`src/rtl/pds_pkg.sv`:
```
`timescale 1ns/1ps
package pds_pkg;
   localparam int PDS_MAX_DOM = 4;
   localparam int ACK_OFS     = 16;

   typedef int unsigned bitpos_t [PDS_MAX_DOM];

   // per-domain bit positions inside the shared registers
   localparam bitpos_t PWR_BIT  = '{7, 14, 8, 9};
   localparam bitpos_t STAT_BIT = '{7, 10, 8, 9};
   localparam bitpos_t REQ_BIT  = '{4, 9, 3, 2};

   // domains timed by the graphics count pair
   localparam logic [PDS_MAX_DOM-1:0] GFX_GROUP = 4'b1000;

   localparam int ADR_CTRL    = 'h08;
   localparam int ADR_STAT    = 'h0C;
   localparam int ADR_REQ     = 'h10;
   localparam int ADR_IDLE    = 'h14;
   localparam int ADR_CORE_DN = 'h34;
   localparam int ADR_CORE_UP = 'h38;
   localparam int ADR_GFX_DN  = 'h3C;
   localparam int ADR_GFX_UP  = 'h40;

   typedef enum logic [1:0] {DS_ON, DS_DOWN, DS_OFF, DS_UP} dom_state_e;
endpackage

```
`src/rtl/pds_idle_resp.sv`:
```
`timescale 1ns/1ps
module pds_idle_resp #(
   parameter int ACK_DLY  = 2,
   parameter int IDLE_DLY = 1
) (
   input  logic clk,
   input  logic rst_n,
   input  logic req,
   output logic ack,
   output logic idle
);
   localparam int CHAIN = ACK_DLY + IDLE_DLY;

   if (ACK_DLY < 1 || IDLE_DLY < 1) begin : g_bad_dly
      $error("pds_idle_resp: both delays must be at least 1");
   end

   logic [CHAIN-1:0] pipe;

   always_ff @(posedge clk or negedge rst_n) begin
      if (!rst_n) pipe <= '0;
      else        pipe <= {pipe[CHAIN-2:0], req};
   end

   assign ack  = pipe[ACK_DLY-1];
   assign idle = pipe[CHAIN-1];
endmodule

```
`src/rtl/pds_dom_ctrl.sv`:
```
`timescale 1ns/1ps
module pds_dom_ctrl
   import pds_pkg::*;
#(
   parameter int CNT_W = 16
) (
   input  logic             clk,
   input  logic             rst_n,
   input  logic             off_req,
   input  logic             idle_ok,
   input  logic [CNT_W-1:0] dn_cnt,
   input  logic [CNT_W-1:0] up_cnt,
   output logic             sw_on,
   output logic             stat_off
);
   dom_state_e       st;
   logic [CNT_W-1:0] cnt;

   // a count of N lets status follow the switch after N edges; 0 acts as 1
   function automatic logic [CNT_W-1:0] load_val(input logic [CNT_W-1:0] n);
      return (n == '0) ? '0 : n - CNT_W'(1);
   endfunction

   always_ff @(posedge clk or negedge rst_n) begin
      if (!rst_n) begin
         st       <= DS_ON;
         cnt      <= '0;
         sw_on    <= 1'b1;
         stat_off <= 1'b0;
      end else begin
         case (st)
            DS_ON: if (off_req && idle_ok) begin
               st    <= DS_DOWN;
               sw_on <= 1'b0;
               cnt   <= load_val(dn_cnt);
            end
            DS_DOWN: if (cnt == '0) begin
               st       <= DS_OFF;
               stat_off <= 1'b1;
            end else cnt <= cnt - CNT_W'(1);
            DS_OFF: if (!off_req) begin
               st    <= DS_UP;
               sw_on <= 1'b1;
               cnt   <= load_val(up_cnt);
            end
            DS_UP: if (cnt == '0) begin
               st       <= DS_ON;
               stat_off <= 1'b0;
            end else cnt <= cnt - CNT_W'(1);
            default: st <= DS_ON;
         endcase
      end
   end
endmodule

```
`src/rtl/pd_sequencer.sv`:
```
`timescale 1ns/1ps
module pd_sequencer
   import pds_pkg::*;
#(
   parameter int NUM_DOM  = 4,
   parameter int ADDR_W   = 8,
   parameter int DATA_W   = 32,
   parameter int CNT_W    = 16,
   parameter int DEF_CNT  = 24,
   parameter int ACK_DLY  = 2,
   parameter int IDLE_DLY = 1
) (
   input  logic               clk,
   input  logic               rst_n,
   input  logic               reg_wr,
   input  logic [ADDR_W-1:0]  reg_addr,
   input  logic [DATA_W-1:0]  reg_wdata,
   output logic [DATA_W-1:0]  reg_rdata,
   output logic [NUM_DOM-1:0] dom_pwr_en
);
   localparam logic [ADDR_W-1:0] A_CTRL    = ADDR_W'(ADR_CTRL);
   localparam logic [ADDR_W-1:0] A_STAT    = ADDR_W'(ADR_STAT);
   localparam logic [ADDR_W-1:0] A_REQ     = ADDR_W'(ADR_REQ);
   localparam logic [ADDR_W-1:0] A_IDLE    = ADDR_W'(ADR_IDLE);
   localparam logic [ADDR_W-1:0] A_CORE_DN = ADDR_W'(ADR_CORE_DN);
   localparam logic [ADDR_W-1:0] A_CORE_UP = ADDR_W'(ADR_CORE_UP);
   localparam logic [ADDR_W-1:0] A_GFX_DN  = ADDR_W'(ADR_GFX_DN);
   localparam logic [ADDR_W-1:0] A_GFX_UP  = ADDR_W'(ADR_GFX_UP);
   localparam logic [CNT_W-1:0]  CNT_RST   = CNT_W'(DEF_CNT);

   if (NUM_DOM < 1 || NUM_DOM > PDS_MAX_DOM) begin : g_bad_dom
      $error("pd_sequencer: NUM_DOM out of range");
   end
   if (ADDR_W < 7) begin : g_bad_addr
      $error("pd_sequencer: ADDR_W too small for the register map");
   end
   if (DATA_W < ACK_OFS + 10 || CNT_W > DATA_W || CNT_W < 1) begin : g_bad_data
      $error("pd_sequencer: DATA_W or CNT_W unsuitable");
   end
   if ((longint'(DEF_CNT) >> CNT_W) != 0) begin : g_bad_def
      $error("pd_sequencer: DEF_CNT does not fit CNT_W");
   end

   logic [NUM_DOM-1:0] ctrl_q, req_q, ack_w, idle_w, stat_off;
   logic [CNT_W-1:0]   cnt_core_dn, cnt_core_up, cnt_gfx_dn, cnt_gfx_up;
   logic               wdata_unused;

   assign wdata_unused = ^reg_wdata;

   // register writes
   always_ff @(posedge clk or negedge rst_n) begin
      if (!rst_n) begin
         ctrl_q      <= '0;
         req_q       <= '0;
         cnt_core_dn <= CNT_RST;
         cnt_core_up <= CNT_RST;
         cnt_gfx_dn  <= CNT_RST;
         cnt_gfx_up  <= CNT_RST;
      end else if (reg_wr) begin
         case (reg_addr)
            A_CTRL: for (int d = 0; d < NUM_DOM; d++) ctrl_q[d] <= reg_wdata[PWR_BIT[d]];
            A_REQ:  for (int d = 0; d < NUM_DOM; d++) req_q[d]  <= reg_wdata[REQ_BIT[d]];
            A_CORE_DN: cnt_core_dn <= reg_wdata[CNT_W-1:0];
            A_CORE_UP: cnt_core_up <= reg_wdata[CNT_W-1:0];
            A_GFX_DN:  cnt_gfx_dn  <= reg_wdata[CNT_W-1:0];
            A_GFX_UP:  cnt_gfx_up  <= reg_wdata[CNT_W-1:0];
            default: ;
         endcase
      end
   end

   // register reads
   always_comb begin
      reg_rdata = '0;
      case (reg_addr)
         A_CTRL: for (int d = 0; d < NUM_DOM; d++) reg_rdata[PWR_BIT[d]]  = ctrl_q[d];
         A_STAT: for (int d = 0; d < NUM_DOM; d++) reg_rdata[STAT_BIT[d]] = stat_off[d];
         A_REQ:  for (int d = 0; d < NUM_DOM; d++) reg_rdata[REQ_BIT[d]]  = req_q[d];
         A_IDLE: for (int d = 0; d < NUM_DOM; d++) begin
            reg_rdata[REQ_BIT[d]]           = idle_w[d];
            reg_rdata[REQ_BIT[d] + ACK_OFS] = ack_w[d];
         end
         A_CORE_DN: reg_rdata[CNT_W-1:0] = cnt_core_dn;
         A_CORE_UP: reg_rdata[CNT_W-1:0] = cnt_core_up;
         A_GFX_DN:  reg_rdata[CNT_W-1:0] = cnt_gfx_dn;
         A_GFX_UP:  reg_rdata[CNT_W-1:0] = cnt_gfx_up;
         default: ;
      endcase
   end

   // one responder and one sequencer per domain
   for (genvar d = 0; d < NUM_DOM; d++) begin : g_dom
      logic [CNT_W-1:0] dn_sel, up_sel;

      if (GFX_GROUP[d]) begin : g_gfx
         assign dn_sel = cnt_gfx_dn;
         assign up_sel = cnt_gfx_up;
      end else begin : g_core
         assign dn_sel = cnt_core_dn;
         assign up_sel = cnt_core_up;
      end

      pds_idle_resp #(.ACK_DLY(ACK_DLY), .IDLE_DLY(IDLE_DLY)) u_resp (
         .clk  (clk),
         .rst_n(rst_n),
         .req  (req_q[d]),
         .ack  (ack_w[d]),
         .idle (idle_w[d])
      );

      pds_dom_ctrl #(.CNT_W(CNT_W)) u_ctrl (
         .clk     (clk),
         .rst_n   (rst_n),
         .off_req (ctrl_q[d]),
         .idle_ok (idle_w[d]),
         .dn_cnt  (dn_sel),
         .up_cnt  (up_sel),
         .sw_on   (dom_pwr_en[d]),
         .stat_off(stat_off[d])
      );
   end
endmodule

```
`config.mk`:
```
export PLATFORM = sky130hd
export DESIGN_NAME = pd_sequencer
export DESIGN_NICKNAME = d
export VERILOG_FILES = /design/src/rtl/pds_pkg.sv /design/src/rtl/pds_idle_resp.sv /design/src/rtl/pds_dom_ctrl.sv /design/src/rtl/pd_sequencer.sv
export SDC_FILE = /design/constraint.sdc
export NUM_CORES = 1
export LEC_CHECK = 0
export ABC_AREA = 1
export CAP_MARGIN = 10
export CORE_MARGIN = 1
export CORE_UTILIZATION = 41
export CTS_CLUSTER_DIAMETER = 150
export DETAILED_ROUTE_END_ITERATION = 8
export MAX_ROUTING_LAYER = met4
export PLACE_DENSITY_LB_ADDON = 0.25
export SLEW_MARGIN = 20
export SYNTH_ARGS = -nofsm -noshare
export SYNTH_HDL_FRONTEND = slang
export SYNTH_SLANG_ARGS = --single-unit
```
`constraint.sdc`:
```
create_clock -name clk -period 4.7 [get_ports clk]
set_input_delay 0.94 -clock clk [delete_from_list [all_inputs] [get_ports clk]]
set_output_delay 0.94 -clock clk [all_outputs]
set_load 0.05 [all_outputs]
```
# After elaboration in Yosys (flattened, before gate mapping)

Index checks and enable logic that the tools add are counted.

Word-level logic and storage cells: 199
Output and inout bits: 36
Register bits after elaboration: 164

Muxes and demuxes: 75
Eq/ne operators: 40
Add/sub/neg operators: 8
Reduce and logical (&&, ||, !) cells: 50

Operator list:

| cell                                                                     | number |
|---|---|
| 16-bit two-way mux                                                       | 16 |
| 16-bit case mux with 3 select lines                                      | 4 |
| 16-bit zero test                                                         | 8 |
| 16-bit by 1-bit subtractor with 16-bit output (second input constant)    | 8 |
| 2-bit case mux with 4 select lines                                       | 6 |
| 3-bit AND reduction                                                      | 12 |
| 2-bit two-way mux                                                        | 16 |
| 8-bit by 6-bit equality test with 1-bit output (second input constant)   | 3 |
| 2-bit by 1-bit inequality test with 1-bit output (second input constant) | 12 |
| 3-bit case mux with 6 select lines                                       | 1 |
| 1-bit two-way mux                                                        | 17 |
| 2-bit equality test (second input constant)                              | 8 |
| 8-bit by 4-bit equality test with 1-bit output (second input constant)   | 2 |
| 8-bit by 5-bit equality test with 1-bit output (second input constant)   | 2 |
| 2-bit inequality test (second input constant)                            | 8 |
| 1-bit case mux with 2 select lines                                       | 8 |
| 4-bit AND reduction                                                      | 4 |
| 2-bit nonzero test                                                       | 8 |
| 2-bit case mux with 6 select lines                                       | 1 |
| 3-bit case mux with 4 select lines                                       | 1 |
| 2-bit AND reduction                                                      | 6 |
| 1-bit case mux with 5 select lines                                       | 2 |
| 2-bit by 1-bit equality test with 1-bit output (second input constant)   | 4 |
| 8-bit by 7-bit equality test with 1-bit output (second input constant)   | 1 |
| 6 further kinds                                                          | 15 |

# Longest topological paths before layout

Depth after elaboration: 4
Depth in mapped cells: 11

# Cells and area by module

A second synthesis with hierarchy kept.

Cell total of the unflattened synthesis: 2,151
Area total of the unflattened synthesis: 14,009.7 µm²

By module, submodules not included:

| module                              | instances | area each (µm²) | cells each | seq. area each (µm²) |
|---|---|---|---|---|
| pds_dom_ctrl at g_dom[0].u_ctrl ... | 2         | 2,511.2         | 413        | 501.7 |
| pd_sequencer                        | 1         | 3,803.6         | 458        | 1,811.7 |
| pds_dom_ctrl at g_dom[3].u_ctrl     | 1         | 2,442.3         | 437        | 501.7 |
| pds_dom_ctrl at g_dom[2].u_ctrl     | 1         | 2,441.1         | 418        | 501.7 |
| pds_idle_resp                       | 4         | 75.1            | 3          | 75.1 |

# Least setup slack after synthesis

Ideal clock, no wire load.

Path type: in2out
Start: in reg_addr[1]
End: out reg_rdata[14]
Data required time: 3.760 ns
Stages: 4
Path buffers: 0
Data arrival time: 2.618 ns
Setup slack: 1.142 ns
Path through: or2_4 > nor3_2 > nand2_1 > o21ai_0

Cells in the longest elaborated chain, start to end: 2

RTL lines:

| item                                                                   | line               | RTL |
|---|---|---|
| from (decl)                                                            | pd_sequencer.sv:16 | `input logic [ADDR_W-1:0] reg_addr,` |
| 8-bit by 7-bit equality test with 1-bit output (tied with other cells) | pd_sequencer.sv:75 | `case (reg_addr)` |
| 1-bit case mux with 5 select lines (*)                                 | pd_sequencer.sv:75 |  |
| to (decl)                                                              | pd_sequencer.sv:18 | `output logic [DATA_W-1:0] reg_rdata,` |

Every way passes the cells marked *; elsewhere a longest branch is shown, timed or not.

# Worst setup path after layout

Start: in reg_addr[3]
End: out reg_rdata[12]

Cells in the longest elaborated chain, start to end: 2

RTL lines:

| item                                                                                                             | line |
|---|---|
| 8-bit by 7-bit equality test with 1-bit output or 8-bit by 6-bit equality test with 1-bit output (tied branches) | pd_sequencer.sv:75 |
| 3-bit case mux with 4 select lines (*)                                                                           | pd_sequencer.sv:75 |

Marked as above.

==> metrics.csv <==
metric,value,unit
CTS tree,done,
synth unique cells,42,
Layout Nets,1866,
post-synth top area cell,dfrtp_1,
Crit Reg-Reg Startpoint,g_dom[0].u_ctrl.st[0]$_DFFE_PN0P_,
TritonCTS buffer count,17,
Final HPWL DP,29000,um
fmax,0.2282,GHz
max cap viols,0,
worst path arrival time,3440,ps
die width,173.2,um
largest cells by area after synthesis,"dfrtp_1 32%, nand2_1 14%, nand3_1 9.8%, inv_1 6.7%, nor2_1 6.1%",
period utilization,93.25,%
total number of yosys warnings,0,
worst hold slack,347.7,ps
most frequent cells in the layout,"457 x nand2_1, 235 x nand3_1, 215 x inv_1",
cells after synthesis,1766,
RSZ-0062 raised after global routing,false,
later-pin clock latency in the skew report,450,ps
CP endpoint,reg_rdata[12],
Hold/Removal Path Class,flop to flop,
VDD IR-drop max,0.3715,mV
Post-DRT Antenna Nets,0,
first-pass GRT wire length,60390,um
Slew Limit Fails,0,
GPL Wtd Cong,0.9917,
Seq cells post-synth,164,
Tmin final,4383,ps
vias after detailed routing,11898,
gr usage total,26.95,%
worst slew pin tran,967.0,ps
Post-CTS Setup Bufs,0,
synthesized area,12020,sq um
Worst-path clk slew,60,ps
# DRC,0,
Layout Skew,13.32,ps
CP Max Fanout,13,
"Seq/Total Area, Yosys",34.27,%
final setup violation count,0,
# fillers,3019,
Setup CP Type,input pin to output port,
die span in y,173.2,um
reg2reg setup slack,1660,ps
full die area,30000,sq um
"commonest non-fill, non-tap cell in the layout",nand2_1,
Cell Pwr Density,577.5,nW/um^2
status,finished clean,
IO Port Bufs,50,
CP Launch Type,input pin,
Critical Path Sink Type,output port,
per-cell routed wire length,17.87,um
Layout Cells excl Fill,2186,
share of cells above drive strength 1,9.273,%
1st-iter DRT viols,1260,
worst path required time,3760,ps
initial antenna violation count,1,
Crit. Startpoint,reg_addr[3],
LEAKAGE,6.503,nW
slew margin rel.,34.85,%
clock sink count,164,
H-tree lvl count,4,
I/O pin cnt,79,
Max clock buf depth,2,
vias in the first global route,10638,
Avg Inst Size Synth,6.805,sq um
Starting Density,41.76,%
largest net degree at the start of global routing,76,
CTS root buf,clkbuf_16,
total grt overflow,0,
FF-to-FF End,g_dom[0].u_ctrl.cnt[4]$_DFFE_PN0P_,
TritonRoute pass-1 iters,8,
Tot Pwr,7.619,mW
Core Box Area,28780,sq um
Placed Cells,2153,
Routed Wire Length,39060,um
startpoint of the worst hold path,g_dom[1].u_resp.pipe[0]$_DFF_PN0_,
Reg2Reg Depth,9,
row cnt,62,
area delta synth->final,9.787,%
drt via density,5.443,
hold buffer count at cts,0,
setup_tns,0,ps
# resized after CTS,0,
area share of the largest cell type after synthesis,31.65,%
"Hold Violations, Final",0,
-- registers in the layout, indices dropped and copies added (netlist names) --
register / flops
cnt_gfx_dn: 16
g_dom.u_ctrl.cnt: 64
g_dom.u_ctrl.sw_on: 4
req_q: 4
g_dom.u_ctrl.st: 8
g_dom.u_ctrl.stat_off: 4
cnt_core_dn: 16
cnt_core_up: 16
cnt_gfx_up: 16
ctrl_q: 4
g_dom.u_resp.pipe: 12
-- how the worst min path moves through the flow --
stage / endpoint / slack [ps] / cells past startpoint
2_1_floorplan: g_dom[0].u_resp.pipe[1]$_DFF_PN0_ / 330 / 0
3_3_place_gp: g_dom[3].u_resp.pipe[1]$_DFF_PN0_ / 340 / 0
3_5_place_dp: g_dom[2].u_resp.pipe[1]$_DFF_PN0_ / 340 / 0
4_1_cts: g_dom[1].u_resp.pipe[1]$_DFF_PN0_ / 350 / 0
5_1_grt: g_dom[1].u_resp.pipe[1]$_DFF_PN0_ / 350 / 0
6_report: g_dom[1].u_resp.pipe[1]$_DFF_PN0_ / 350 / 0
-- worst max-delay path, cell delays in order --
cell	delay [ps]
clkdlybuf4s50_1	600
inv_2	70
nor3_2	260
nand2_2	250
o2111ai_1	430
clkdlybuf4s50_1	890
-- cell families after synthesis --
| kind of cell | synth area share (%) |
|---|---|
| adder cells (fa/ha/maj) | 3.644 |
| AND/OR/NAND/NOR | 35.74 |
| other | 0.03120 |
| XOR/XNOR | 1.676 |
| flip-flops | 34.27 |
| AO/OA/AOI/OAI | 13.91 |
| buffers and inverters | 10.72 |
-- area by class of cell --
type	instances	area, sq um	share of cell area [%]
Timing Repair Buffer	54	521.8	3.954
Sequential cell	164	4119	31.22
Clock inverter	13	127.6	0.9673
Clock buffer	19	432.9	3.281
Inverter	227	858.3	6.505
Tap cell	384	480.5	3.642
Antenna cell	1	2.502	0.01897
Multi-Input combinational cell	1324	6651	50.41
-- stage by stage --
stage	cell area (sq um)	setup slack, ps	utilization [%]
4_1_cts	13190	340.5	45.84
3_5_place_dp	12630	353.7	43.89
6_report	13190	317.2	45.84
5_1_grt	13190	210.3	45.84
3_3_place_gp	12630	366.7	43.89
2_1_floorplan	12060	1142	-
-- metal layers --
| layer | up-vias | share of wire, % | GRT usage, % |
|---|---|---|---|
| li1 | 5774 | - | - |
| met4 | 0 | 2.3 | 7.522 |
| met1 | 5584 | 47 | 37.67 |
| met3 | 60 | 7.3 | 5.365 |
| met5 | - | 0 | - |
| met2 | 480 | 44 | 39.43 |
-- cell usage after synthesis, drive strengths merged --
cell	number
o21bai	2
or2	4
nor3	13
dfrtp	152
clkinv	1
xor2	19
nand3b	2
buf	52
o211ai	7
o21ai	154
o22ai	15
xnor2	4
inv	226
a2bb2oi	1
clkbuf	10
nand3	238
nand4	36
nand2	470
nor3b	2
conb	1
and3	1
ha	35
o2111ai	8
a21oi	87
nor2	214
dfstp	12
-- where the power goes --
group	switching, mW	internal (mW)
Combinational	2.82	1.25
Clock	0.660	0.739
Sequential	0.351	1.80
(Power assumes the default switching activity.)
